<file path="src/rtl/capchk_pkg.sv">
package capchk_pkg;

  typedef enum logic [1:0] {
    ACC_FETCH = 2'd0,
    ACC_LOAD  = 2'd1,
    ACC_STORE = 2'd2,
    ACC_EXEC  = 2'd3
  } acc_kind_e;

  typedef enum logic [1:0] {
    XC_NONE    = 2'd0,
    XC_CAP     = 2'd1,
    XC_CAPTRAP = 2'd2,
    XC_ADDR    = 2'd3
  } xclass_e;

  typedef enum logic [7:0] {
    CC_NONE         = 8'h00,
    CC_LENGTH       = 8'h01,
    CC_TAG          = 8'h02,
    CC_SEAL         = 8'h03,
    CC_TYPE         = 8'h04,
    CC_CALL         = 8'h05,
    CC_RETURN       = 8'h06,
    CC_TSS_UNDER    = 8'h07,
    CC_USER         = 8'h08,
    CC_TLB_NOSTCAP  = 8'h09,
    CC_INEXACT      = 8'h0A,
    CC_GLOBAL       = 8'h10,
    CC_PERM_EXEC    = 8'h11,
    CC_PERM_LOAD    = 8'h12,
    CC_PERM_STORE   = 8'h13,
    CC_PERM_LDCAP   = 8'h14,
    CC_PERM_STCAP   = 8'h15,
    CC_PERM_STLOCAL = 8'h16,
    CC_PERM_SEAL    = 8'h17,
    CC_PERM_SYSREG  = 8'h18
  } cause_e;

  localparam int PB_EXEC  = 0;
  localparam int PB_LOAD  = 1;
  localparam int PB_STORE = 2;
  localparam int PERM_W   = 3;

  localparam logic [7:0] REG_NONE = 8'hFF;

  function automatic logic [1:0] class_of_code(logic [7:0] code);
    if (code == CC_CALL || code == CC_RETURN) return XC_CAPTRAP;
    return XC_CAP;
  endfunction

endpackage

</file>
<file path="src/rtl/capchk_data.sv">
module capchk_data
  import capchk_pkg::*;
#(
  parameter int AW  = 64,
  parameter int SZW = 2
) (
  input  logic                clk,
  input  logic                rst_n,
  input  logic [1:0]          kind,
  input  logic [AW-1:0]       addr,
  input  logic [SZW-1:0]      size_log2,
  input  logic                tag,
  input  logic                sealed,
  input  logic [PERM_W-1:0]   perms,
  input  logic [AW-1:0]       base,
  input  logic [AW-1:0]       offset,
  input  logic [AW-1:0]       length,
  output logic [AW-1:0]       vaddr,
  output logic                fault,
  output logic [7:0]          code
);

  localparam int LW = AW + 1;
  localparam int EW = AW + 2;

  function automatic logic [EW-1:0] span_end(logic [LW-1:0] lo, logic [SZW-1:0] sl);
    return {1'b0, lo} + (EW'(1) << sl);
  endfunction

  function automatic logic perm_granted(logic [1:0] k, logic [PERM_W-1:0] p);
    case (k)
      ACC_LOAD:  return p[PB_LOAD];
      ACC_STORE: return p[PB_STORE];
      default:   return p[PB_EXEC];
    endcase
  endfunction

  function automatic logic [7:0] perm_cause(logic [1:0] k);
    case (k)
      ACC_LOAD:  return CC_PERM_LOAD;
      ACC_STORE: return CC_PERM_STORE;
      default:   return CC_PERM_EXEC;
    endcase
  endfunction

  logic [AW-1:0] cursor;
  logic [LW-1:0] span_lo;
  logic [EW-1:0] span_hi;
  logic [LW-1:0] limit;

  logic chk_tag_bad;
  logic chk_seal_bad;
  logic chk_perm_bad;
  logic chk_below;
  logic chk_over;
  logic chk_bounds_bad;

  assign cursor  = base + offset;
  assign span_lo = {1'b0, cursor} + {1'b0, addr};
  assign span_hi = span_end(span_lo, size_log2);
  assign limit   = {1'b0, base} + {1'b0, length};
  assign vaddr   = span_lo[AW-1:0];

  assign chk_tag_bad    = !tag;
  assign chk_seal_bad   = sealed;
  assign chk_perm_bad   = !perm_granted(kind, perms);
  assign chk_below      = span_lo < {1'b0, base};
  assign chk_over       = span_hi > {1'b0, limit};
  assign chk_bounds_bad = chk_below | chk_over;

  always_comb begin
    fault = 1'b1;
    if (chk_tag_bad)         code = CC_TAG;
    else if (chk_seal_bad)   code = CC_SEAL;
    else if (chk_perm_bad)   code = perm_cause(kind);
    else if (chk_bounds_bad) code = CC_LENGTH;
    else begin
      code  = CC_NONE;
      fault = 1'b0;
    end
  end

  // a cleared tag outranks every other data check
  a_r3_tag_first: assert property (@(posedge clk) disable iff (!rst_n)
    chk_tag_bad |-> (fault && code == CC_TAG));

  // seal outranks permission and bounds once the tag is good
  a_r4_seal_next: assert property (@(posedge clk) disable iff (!rst_n)
    (!chk_tag_bad && chk_seal_bad) |-> code == CC_SEAL);

  // a clean result never reaches past the limit
  a_r6_clean_in_bounds: assert property (@(posedge clk) disable iff (!rst_n)
    !fault |-> (!chk_over && !chk_below));

endmodule

</file>
<file path="src/rtl/capchk_fetch.sv">
module capchk_fetch #(
  parameter int AW        = 64,
  parameter int FETCH_B   = 4,
  parameter int ALIGN_LSB = 2
) (
  input  logic [AW-1:0] pc,
  input  logic [AW-1:0] pcc_base,
  input  logic [AW-1:0] pcc_length,
  output logic [AW-1:0] abs_pc,
  output logic          misaligned,
  output logic          len_bad
);

  localparam int LW = AW + 1;

  function automatic logic [LW-1:0] fetch_end(logic [AW-1:0] p);
    return {1'b0, p} + LW'(FETCH_B);
  endfunction

  assign abs_pc     = pcc_base + pc;
  assign misaligned = |abs_pc[ALIGN_LSB-1:0];
  assign len_bad    = fetch_end(pc) > {1'b0, pcc_length};

endmodule

</file>
<file path="src/rtl/capchk_cause.sv">
module capchk_cause
  import capchk_pkg::*;
#(
  parameter int RW       = 5,
  parameter int DATA_REG = 0
) (
  input  logic          raise_valid,
  input  logic [7:0]    raise_code,
  input  logic          raise_has_reg,
  input  logic [RW-1:0] raise_regnum,
  input  logic          req_valid,
  input  logic [1:0]    req_kind,
  input  logic          data_fault,
  input  logic [7:0]    data_code,
  input  logic          fetch_misal,
  input  logic          fetch_len_bad,
  output logic [1:0]    nxt_class,
  output logic [7:0]    nxt_code,
  output logic [7:0]    nxt_regnum,
  output logic          cause_wr
);

  localparam int PADW = 8 - RW;

  function automatic logic [7:0] widen_reg(logic [RW-1:0] r);
    return {{PADW{1'b0}}, r};
  endfunction

  always_comb begin
    nxt_class  = XC_NONE;
    nxt_code   = CC_NONE;
    nxt_regnum = 8'h00;
    cause_wr   = 1'b0;
    if (raise_valid) begin
      nxt_class  = class_of_code(raise_code);
      nxt_code   = raise_code;
      nxt_regnum = raise_has_reg ? widen_reg(raise_regnum) : REG_NONE;
      cause_wr   = 1'b1;
    end else if (req_valid) begin
      if (req_kind == ACC_FETCH) begin
        if (fetch_misal) begin
          nxt_class = XC_ADDR;
        end else if (fetch_len_bad) begin
          nxt_class  = XC_CAP;
          nxt_code   = CC_LENGTH;
          nxt_regnum = REG_NONE;
          cause_wr   = 1'b1;
        end
      end else if (data_fault) begin
        nxt_class  = class_of_code(data_code);
        nxt_code   = data_code;
        nxt_regnum = widen_reg(RW'(DATA_REG));
        cause_wr   = 1'b1;
      end
    end
  end

endmodule

</file>
<file path="src/rtl/cap_addr_check.sv">
module cap_addr_check
  import capchk_pkg::*;
#(
  parameter int AW       = 64,
  parameter int RW       = 5,
  parameter int SZW      = 2,
  parameter int DATA_REG = 0
) (
  input  logic              clk,
  input  logic              rst_n,
  input  logic              req_valid,
  input  logic [1:0]        req_kind,
  input  logic [AW-1:0]     req_addr,
  input  logic [SZW-1:0]    req_size,
  input  logic              ddc_tag,
  input  logic              ddc_sealed,
  input  logic [2:0]        ddc_perms,
  input  logic [AW-1:0]     ddc_base,
  input  logic [AW-1:0]     ddc_offset,
  input  logic [AW-1:0]     ddc_length,
  input  logic [AW-1:0]     pcc_base,
  input  logic [AW-1:0]     pcc_length,
  input  logic              raise_valid,
  input  logic [7:0]        raise_code,
  input  logic              raise_has_reg,
  input  logic [RW-1:0]     raise_regnum,
  output logic              rsp_valid,
  output logic [AW-1:0]     rsp_vaddr,
  output logic              rsp_fault,
  output logic [1:0]        rsp_class,
  output logic [15:0]       cause_reg
);

  logic [AW-1:0] data_vaddr;
  logic          data_fault;
  logic [7:0]    data_code;
  logic [AW-1:0] fetch_pc;
  logic          fetch_misal;
  logic          fetch_len_bad;
  logic [1:0]    nxt_class;
  logic [7:0]    nxt_code;
  logic [7:0]    nxt_regnum;
  logic          cause_wr;

  logic          valid_q;
  logic [AW-1:0] vaddr_q;
  logic [1:0]    class_q;
  logic [15:0]   cause_q;
  logic          fetch_q;
  logic          raise_q;

  capchk_data #(.AW(AW), .SZW(SZW)) u_data (
    .clk       (clk),
    .rst_n     (rst_n),
    .kind      (req_kind),
    .addr      (req_addr),
    .size_log2 (req_size),
    .tag       (ddc_tag),
    .sealed    (ddc_sealed),
    .perms     (ddc_perms),
    .base      (ddc_base),
    .offset    (ddc_offset),
    .length    (ddc_length),
    .vaddr     (data_vaddr),
    .fault     (data_fault),
    .code      (data_code)
  );

  capchk_fetch #(.AW(AW)) u_fetch (
    .pc         (req_addr),
    .pcc_base   (pcc_base),
    .pcc_length (pcc_length),
    .abs_pc     (fetch_pc),
    .misaligned (fetch_misal),
    .len_bad    (fetch_len_bad)
  );

  capchk_cause #(.RW(RW), .DATA_REG(DATA_REG)) u_cause (
    .raise_valid   (raise_valid),
    .raise_code    (raise_code),
    .raise_has_reg (raise_has_reg),
    .raise_regnum  (raise_regnum),
    .req_valid     (req_valid),
    .req_kind      (req_kind),
    .data_fault    (data_fault),
    .data_code     (data_code),
    .fetch_misal   (fetch_misal),
    .fetch_len_bad (fetch_len_bad),
    .nxt_class     (nxt_class),
    .nxt_code      (nxt_code),
    .nxt_regnum    (nxt_regnum),
    .cause_wr      (cause_wr)
  );

  always_ff @(posedge clk or negedge rst_n) begin
    if (!rst_n) begin
      valid_q <= 1'b0;
      vaddr_q <= '0;
      class_q <= XC_NONE;
      fetch_q <= 1'b0;
      raise_q <= 1'b0;
    end else begin
      valid_q <= req_valid | raise_valid;
      class_q <= nxt_class;
      fetch_q <= req_valid && (req_kind == ACC_FETCH);
      raise_q <= raise_valid;
      if (req_valid) vaddr_q <= (req_kind == ACC_FETCH) ? fetch_pc : data_vaddr;
    end
  end

  always_ff @(posedge clk or negedge rst_n) begin
    if (!rst_n)        cause_q <= 16'h0000;
    else if (cause_wr) cause_q <= {nxt_code, nxt_regnum};
  end

  assign rsp_valid = valid_q;
  assign rsp_vaddr = vaddr_q;
  assign rsp_class = class_q;
  assign rsp_fault = (class_q != XC_NONE);
  assign cause_reg = cause_q;

  // the cause register only moves when a capability fault is posted
  a_r10_cause_hold: assert property (@(posedge clk) disable iff (!rst_n)
    !cause_wr |=> $stable(cause_reg));

  // an address error leaves the cause register untouched
  a_r8_addr_err_keeps_cause: assert property (@(posedge clk) disable iff (!rst_n)
    (rsp_class == XC_ADDR) |-> (cause_reg == $past(cause_reg)));

  // fetch length faults name no register
  a_r9_fetch_noreg: assert property (@(posedge clk) disable iff (!rst_n)
    (fetch_q && !raise_q && rsp_class == XC_CAP) |-> (cause_reg[7:0] == REG_NONE));

  // the trap class appears only with a call or return code
  a_r12_trap_code: assert property (@(posedge clk) disable iff (!rst_n)
    (rsp_class == XC_CAPTRAP) |-> (cause_reg[15:8] == CC_CALL || cause_reg[15:8] == CC_RETURN));

  // an exception class is only ever reported with a valid result
  a_r12_fault_valid: assert property (@(posedge clk) disable iff (!rst_n)
    rsp_fault |-> rsp_valid);

endmodule

</file>
<file path="config.mk">
export PLATFORM = sky130hd
export DESIGN_NAME = cap_addr_check
export DESIGN_NICKNAME = d
export VERILOG_FILES = /design/src/rtl/capchk_pkg.sv /design/src/rtl/capchk_data.sv /design/src/rtl/capchk_fetch.sv /design/src/rtl/capchk_cause.sv /design/src/rtl/cap_addr_check.sv
export SDC_FILE = /design/constraint.sdc
export NUM_CORES = 1
export LEC_CHECK = 0
export BUFFER_PORTS_ARGS = -buffer_cell sky130_fd_sc_hd__buf_2
export CORE_ASPECT_RATIO = 0.6
export CORE_MARGIN = 2
export CORE_UTILIZATION = 53
export DETAILED_ROUTE_END_ITERATION = 6
export GPL_TIMING_DRIVEN = 0
export PLACE_DENSITY = 0.81
export SLEW_MARGIN = 20
export SYNTH_ARGS = -nofsm -noshare
export SYNTH_HDL_FRONTEND = slang
export SYNTH_SLANG_ARGS = --single-unit
</file>
<file path="constraint.sdc">
create_clock -name clk -period 0.8 [get_ports clk]
set_input_delay 0.16 -clock clk [delete_from_list [all_inputs] [get_ports clk]]
set_output_delay 0.16 -clock clk [all_outputs]
set_load 0.01 [all_outputs]
</file>
==> impl_results.html, run 1 <==
<table>
<tr><th>Metric</th><th>Value</th></tr>
<tr><th colspan="2">Status</th></tr>
<tr><td>Run status</td><td>did not finish</td></tr>
<tr><td>Halt point of the flow</td><td>global routing</td></tr>
<tr><td>Tool error</td><td>[ERROR GRT-0232] Routing congestion too high. Check the congestion heatmap in the GUI.</td></tr>
<tr><th colspan="2">Logic synthesis</th></tr>
<tr><td>Synthesized instance count</td><td>about 3400</td></tr>
<tr><td>Number of enable-type register cells in the synthesized netlist</td><td>0</td></tr>
<tr><td>Proportion of synthesized chip area in sequential cells</td><td>0.08127</td></tr>
<tr><td>Most used flip-flop cell after synthesis</td><td>sky130_fd_sc_hd__dfrtp_1</td></tr>
<tr><td>Nets in the synthesized netlist</td><td>4253</td></tr>
<tr><td>Cell taking the most area after synthesis</td><td>sky130_fd_sc_hd__ha_1</td></tr>
<tr><td>Total of flip-flops plus latches after synthesis</td><td>81</td></tr>
<tr><td>Number of warnings printed during yosys synthesis</td><td>0</td></tr>
<tr><td>Post-Synthesis Cell Area</td><td>0.02494 mm²</td></tr>
<tr><td>Average cell area after synthesis</td><td>7.377 µm²</td></tr>
<tr><td>Top cells by area, synth</td><td>sky130_fd_sc_hd__ha_1 23%, sky130_fd_sc_hd__dfrtp_1 8.1%, sky130_fd_sc_hd__xnor2_1 7.9%</td></tr>
<tr><td>Fraction of registers with async set/reset</td><td>1.000</td></tr>
<tr><td>Post-synth top area share</td><td>0.2288</td></tr>
<tr><td>Library cells used by synthesis</td><td>slightly above 100</td></tr>
<tr><th colspan="2">GRT</th></tr>
<tr><td>Maximum number of pins on one net before global-route repair</td><td>58</td></tr>
<tr><td>Overall global routing resource usage</td><td>0.4814</td></tr>
<tr><td>Overflow left after global routing</td><td>4</td></tr>
<tr><th colspan="2">Floorplan</th></tr>
<tr><td>Rows</td><td>just over 60</td></tr>
<tr><td>Die boundary width</td><td>about 280 µm</td></tr>
<tr><td>Initial core utilization</td><td>0.5375</td></tr>
<tr><td>I/O pin count</td><td>approximately 500</td></tr>
<tr><td>Vertical extent of the die</td><td>172.0 µm</td></tr>
<tr><th colspan="2">Placement</th></tr>
<tr><td>HPWL after detailed placement</td><td>88650 µm</td></tr>
<tr><td>Count of input and output buffers</td><td>493</td></tr>
<tr><td>Gp weighted congestion</td><td>approximately 1.1</td></tr>
<tr><td>Setup Slack @ Placement</td><td>-10190 ps</td></tr>
<tr><td>Placed cell area</td><td>around 0.029 mm²</td></tr>
<tr><th colspan="2">Clocking</th></tr>
<tr><td>Total number of H-tree levels</td><td>3</td></tr>
<tr><td>Clock buffers created by TritonCTS</td><td>9</td></tr>
<tr><td>Clock sink total</td><td>~80</td></tr>
<tr><td>Clock Tree Buf Depth</td><td>2</td></tr>
<tr><td>Root cell of the clock tree</td><td>sky130_fd_sc_hd__clkbuf_16</td></tr>
</table>
-- repair_timing --
action / CTS
cloned: 1
setup endpoints to repair: 164
setup buffers: 131
gates resized for setup: 355
hold endpoints to repair: 24
pin swaps: 163
-- synth_stat cells, drive strengths merged, types with 11 or more instances --
| library cell | count |
|---|---|
| a211o | 13 |
| a211oi | 35 |
| a21boi | 13 |
| a21o | 222 |
| a21oi | 367 |
| a31oi | 35 |
| and2 | 32 |
| and3 | 45 |
| and4 | 22 |
| buf | 21 |
| clkbuf | 61 |
| dfrtp | 81 |
| ha | 456 |
| inv | 237 |
| mux2i | 25 |
| nand2 | 245 |
| nand2b | 39 |
| nand3 | 98 |
| nand4 | 106 |
| nor2 | 250 |
| nor2b | 33 |
| nor3 | 58 |
| nor4 | 28 |
| o211ai | 27 |
| o21a | 51 |
| o21ai | 171 |
| o21bai | 38 |
| o22ai | 11 |
| o31a | 18 |
| o31ai | 19 |
| or2 | 15 |
| or3 | 11 |
| xnor2 | 227 |
| xor2 | 106 |
-- kinds of logic after synthesis --
kind of cell / Yosys count / share of synthesized area
muxes: 29 / 0.01184
AOI/OAI and AO/OA: 1146 / 0.3027
and+or+nand+nor: 1012 / 0.2042
adders and majority gates: 461 / 0.2328
DFF: 81 / 0.08127
buffers and inverters: 319 / 0.04966
xor gates and xnor gates: 333 / 0.1175
-- metrics by stage --
| stage | hold slack (ps) | std cells |
|---|---|---|
| floorplan | -135.6 | 3381 |
| global placement | 383.5 | 4504 |
| detailed placement | 95.76 | 4505 |
| CTS | -266.6 | 4645 |
-- metal layers --
layer,GRT overflow,track usage
met2,0,0.6264
met1,4,0.6243
met5,0,0.09900
met4,0,0.2172
met3,0,0.2707
==> run 2: changes to the inputs <==
CORE_ASPECT_RATIO = unset   (was 0.6)
CORE_UTILIZATION = 40   (was 53)
PLACE_DENSITY = unset   (was 0.81)
PLACE_DENSITY_LB_ADDON = 0.15   (was unset)
clock period = 1 ns   (was 0.8 ns; I/O delays follow)
==> run 2 against run 1 <==
Effect of this change: the flow now finishes, with violations (hold timing, setup timing); synthesized area unchanged; synthesized cell count unchanged.
==> impl_results.html, run 2 <==
<table>
<tr><th>Metric</th><th>Value</th></tr>
<tr><th colspan="2">Clocking</th></tr>
<tr><td>TritonCTS clock tree</td><td>built</td></tr>
<tr><td>Clock sink total</td><td>81</td></tr>
<tr><td>Skew-Pair Late Insertion Delay</td><td>330 ps</td></tr>
<tr><td>Clock Tree Buf Depth</td><td>2</td></tr>
<tr><td>Total number of H-tree levels</td><td>3</td></tr>
<tr><td>Clock buffers created by TritonCTS</td><td>9</td></tr>
<tr><td>Clock transition at path regs</td><td>about 60 ps</td></tr>
<tr><td>Root cell of the clock tree</td><td>sky130_fd_sc_hd__clkbuf_16</td></tr>
<tr><th colspan="2">Power and ir drop</th></tr>
<tr><td>Proportion of power drawn by flip-flops and latches</td><td>0.087</td></tr>
<tr><td>Worst-case vdd ir drop</td><td>0.9130 mV</td></tr>
<tr><td>Power spent charging and discharging nets</td><td>between 30 and 40 mW</td></tr>
<tr><td>Gate power share</td><td>0.853</td></tr>
<tr><td>Total power divided by cell area</td><td>about 1700 mW/mm²</td></tr>
<tr><td>Clock network fraction of design power</td><td>0.061</td></tr>
<tr><td>Leakage power</td><td>between 15 and 20 nW</td></tr>
<tr><td>Internal Power</td><td>around 28 mW</td></tr>
<tr><td>Switching power share of the total</td><td>0.5166</td></tr>
<tr><th colspan="2">Timing</th></tr>
<tr><td>Remaining max-slew budget at the tightest pin</td><td>0.2270</td></tr>
<tr><td>Transition time at the pin with the least slew margin</td><td>~1200 ps</td></tr>
<tr><td>Maximum clock skew at final layout</td><td>0 ps</td></tr>
<tr><td>Unrepaired setup endpoints after global routing</td><td>true</td></tr>
<tr><td>Final Max Tran Viols</td><td>0</td></tr>
<tr><td>Final period utilization</td><td>8.498</td></tr>
<tr><td>Hold violation total from the final report</td><td>between 40 and 50</td></tr>
<tr><td>Final-report setup violation count</td><td>about 170</td></tr>
<tr><td>Shortest period the worst path allows</td><td>between 8000 and 9000 ps</td></tr>
<tr><td>Setup slack after layout</td><td>-7498 ps</td></tr>
<tr><td>Achievable Freq</td><td>about 120 MHz</td></tr>
<tr><td>WHS</td><td>-93.88 ps</td></tr>
<tr><th colspan="2">Final layout</th></tr>
<tr><td>Flip-flop count of the largest register after layout</td><td>64</td></tr>
<tr><td>Proportion of layout cells with a drive suffix above 1</td><td>0.3026</td></tr>
<tr><td>Layout Nets</td><td>roughly 5000</td></tr>
<tr><td>Commonest non-fill, non-tap cells in the layout</td><td>465 x sky130_fd_sc_hd__buf_2, 417 x sky130_fd_sc_hd__ha_1, 299 x sky130_fd_sc_hd__a21oi_1</td></tr>
<tr><td>Utilization after layout</td><td>0.5574</td></tr>
<tr><td>Leading cell type in the layout, fill and taps excluded</td><td>sky130_fd_sc_hd__buf_2</td></tr>
<tr><td>Non-filler instance count after layout</td><td>between 4000 and 5000</td></tr>
<tr><td>Area growth from synthesis to layout</td><td>37.91%</td></tr>
<tr><th colspan="2">Critical path</th></tr>
<tr><td>Most frequent cell on the critical path</td><td>sky130_fd_sc_hd__buf_4</td></tr>
<tr><td>Endpoint type of the worst setup path</td><td>register</td></tr>
<tr><td>Slowest Stage Delay on Critical Path</td><td>roughly 440 ps</td></tr>
<tr><td>Data arrival time at the worst-slack endpoint</td><td>about 8700 ps</td></tr>
<tr><td>Critical path data required time</td><td>roughly 1200 ps</td></tr>
<tr><td>Buffers and inverters on the worst path</td><td>11</td></tr>
<tr><td>Critical Path Slowest Stage Cell</td><td>sky130_fd_sc_hd__o311a_4</td></tr>
<tr><td>Type of the worst setup path</td><td>in -&gt; reg</td></tr>
<tr><td>Maximum net fanout on the critical path</td><td>6</td></tr>
<tr><td>Worst R2R Path Depth</td><td>3</td></tr>
<tr><td>Worst path depth</td><td>44</td></tr>
<tr><td>Critical path's top delay family</td><td>compound AO/OA/AOI/OAI gates</td></tr>
<tr><td>Type of origin of the critical path</td><td>primary input</td></tr>
<tr><th colspan="2">GRT</th></tr>
<tr><td>Overall global routing resource usage</td><td>0.3282</td></tr>
<tr><td>Maximum number of pins on one net before global-route repair</td><td>50</td></tr>
<tr><td>Overflow left after global routing</td><td>0</td></tr>
<tr><td>Global-route wire length before repair</td><td>between 150000 and 200000 µm</td></tr>
<tr><td>Via count of the first global-routing pass</td><td>between 20000 and 30000</td></tr>
<tr><td>Antenna violations before repair</td><td>6</td></tr>
<tr><th colspan="2">Logic synthesis</th></tr>
<tr><td>Nets in the synthesized netlist</td><td>between 4000 and 5000</td></tr>
<tr><td>Average cell area after synthesis</td><td>approximately 7.4 µm²</td></tr>
<tr><td>Cell taking the most area after synthesis</td><td>sky130_fd_sc_hd__ha_1</td></tr>
<tr><td>Number of warnings printed during yosys synthesis</td><td>0</td></tr>
<tr><td>Number of enable-type register cells in the synthesized netlist</td><td>0</td></tr>
<tr><td>Synthesized instance count</td><td>around 3400</td></tr>
<tr><td>Most numerous cell types in the synthesized netlist</td><td>456 x sky130_fd_sc_hd__ha_1, 366 x sky130_fd_sc_hd__a21oi_1, 250 x sky130_fd_sc_hd__nor2_1</td></tr>
<tr><td>Post-synth top area share</td><td>0.2288</td></tr>
<tr><td>Most used flip-flop cell after synthesis</td><td>sky130_fd_sc_hd__dfrtp_1</td></tr>
<tr><td>Cell with the most instances after synthesis</td><td>sky130_fd_sc_hd__ha_1</td></tr>
<tr><td>Fraction of registers with async set/reset</td><td>1.000</td></tr>
<tr><td>Top cells by area, synth</td><td>sky130_fd_sc_hd__ha_1 23%, sky130_fd_sc_hd__dfrtp_1 8.1%, sky130_fd_sc_hd__xnor2_1 7.9%</td></tr>
<tr><td>Library cells used by synthesis</td><td>between 100 and 150</td></tr>
<tr><td>Total of flip-flops plus latches after synthesis</td><td>between 80 and 90</td></tr>
<tr><td>Proportion of synthesized chip area in sequential cells</td><td>0.08127</td></tr>
<tr><td>Post-Synthesis Cell Area</td><td>0.02494 mm²</td></tr>
<tr><th colspan="2">Detailed routing</th></tr>
<tr><td>Average wire per cell in the routed design</td><td>between 20 and 25 µm</td></tr>
<tr><td>Total vias in the final route</td><td>28840</td></tr>
<tr><td>Detailed router's first-iteration violation count</td><td>about 2000</td></tr>
<tr><td>Number of nets with antenna violations after routing</td><td>0</td></tr>
<tr><td>First drt pass iteration count</td><td>6</td></tr>
<tr><td>Detail-routed via count per cell</td><td>5.837</td></tr>
<tr><td>Post-detailed-routing wire length</td><td>roughly 110000 µm</td></tr>
<tr><td>Drc violations</td><td>0</td></tr>
<tr><th colspan="2">Placement</th></tr>
<tr><td>Post-placement cell count</td><td>around 4700</td></tr>
<tr><td>HPWL after detailed placement</td><td>~90000 µm</td></tr>
<tr><td>Count of input and output buffers</td><td>between 400 and 500</td></tr>
<tr><td>Gp weighted congestion</td><td>~0.98</td></tr>
<tr><th colspan="2">Floorplan</th></tr>
<tr><td>Vertical extent of the die</td><td>roughly 250 µm</td></tr>
<tr><td>Initial core utilization</td><td>0.4042</td></tr>
<tr><td>I/O pin count</td><td>about 500</td></tr>
<tr><td>Rows</td><td>just over 90</td></tr>
<tr><td>Die boundary width</td><td>253.7 µm</td></tr>
<tr><td>Floorplan Core Area</td><td>about 0.06 mm²</td></tr>
<tr><td>Die area</td><td>~0.064 mm²</td></tr>
<tr><th colspan="2">Run</th></tr>
<tr><td>Number of violations of the max-capacitance limit</td><td>0</td></tr>
<tr><th colspan="2">Status</th></tr>
<tr><td>Run status</td><td>complete, but fails checks</td></tr>
<tr><td>Violations in the final reports</td><td>hold timing, setup timing</td></tr>
<tr><th colspan="2">Hold path</th></tr>
<tr><td>Class of the tightest hold or removal check</td><td>in -&gt; async</td></tr>
</table>
==> run 2: area by class of cell <==
type	count	area (µm²)
fillers	6019	27320
multi-input cells	2981	24960
repair buffers	710	4621
flip-flops and latches	81	2034
well taps	837	1047
inverters	237	914.6
plain buffers	77	503.0
clock buffers	10	229.0
clock inverters	5	81.33
diodes	4	10.01
==> run 2: through the flow <==
| step | TNS, ps | power (mW) | instance area, µm² | hold WS, ps | setup slack (ps) |
|---|---|---|---|---|---|
| 2_1_floorplan | -272660 | 30.42 | 25940 | -95.59 | -6653 |
| 3_3_place_gp | -488090 | 42.26 | 29450 | 428.4 | -10770 |
| 3_5_place_dp | -403050 | 42.55 | 29500 | 288.5 | -10450 |
| 4_1_cts | -312950 | 52.68 | 32540 | -76.55 | -7279 |
| 5_1_grt | -334670 | 62.20 | 34390 | -52.88 | -7771 |
| 6_report | -319560 | 58.33 | 34400 | -93.88 | -7498 |
==> run 2: cells by family (layout without fill, tap and decap cells) <==
kind of cell,after synthesis,count (layout),synth area share
compound gates,1146,1146,0.3027
simple gates,1012,1012,0.2042
flops,81,81,0.08127
buf+inv,319,1039,0.04966
other cells,0,4,0
mux,29,29,0.01184
xor+xnor,333,333,0.1175
fa+ha+maj,461,461,0.2328
==> run 2: routing by layer <==
| metal | global-route usage | share of wire |
|---|---|---|
| met1 | 0.4269 | 0.42 |
| met2 | 0.5587 | 0.47 |
| met3 | 0.03083 | 0.062 |
| met4 | 0.1287 | 0.048 |
| met5 | 0 | 0.00039 |
==> run 2: path summary, 6_finish.rpt <==
path,startpoint,to,slack [ps]
min in group clk,raise_regnum[3],cause_reg[3]$_DFFE_PN0P_,90
hold / removal,rst_n,rsp_vaddr[63]$_DFFE_PN0P_,-90
hold reg to reg,rsp_vaddr[22]$_DFFE_PN0P_,rsp_vaddr[22]$_DFFE_PN0P_,470
setup reg to reg,cause_reg[8]$_DFFE_PN0P_,cause_reg[8]$_DFFE_PN0P_,70
max in group asynchronous,rst_n,rsp_vaddr[27]$_DFFE_PN0P_,430
setup / recovery,ddc_base[4],cause_reg[4]$_DFFE_PN0P_,-7500
==> run 2: power by group through the flow <==
stage	clock network, mW	logic, mW	registers, mW
after floorplan	0	25.2	5.26
after global placement	0	37.3	4.97
after detailed placement	0	37.6	4.99
after CTS	3.60	44.1	4.98
after global routing	3.75	53.3	5.15
final	3.54	49.7	5.06
==> run 2: what timing repair did <==
| item | in CTS | in global routing |
|---|---|---|
| endpoints found under the hold margin | 48 | 48 |
| cloned | 1 | 0 |
| setup buffers | 115 | 108 |
| setup endpoints to repair | 165 | 165 |
| resized for setup | 369 | 234 |
| pin swaps | 168 | 151 |
No activity file was read; power rests on OpenSTA's default activity.
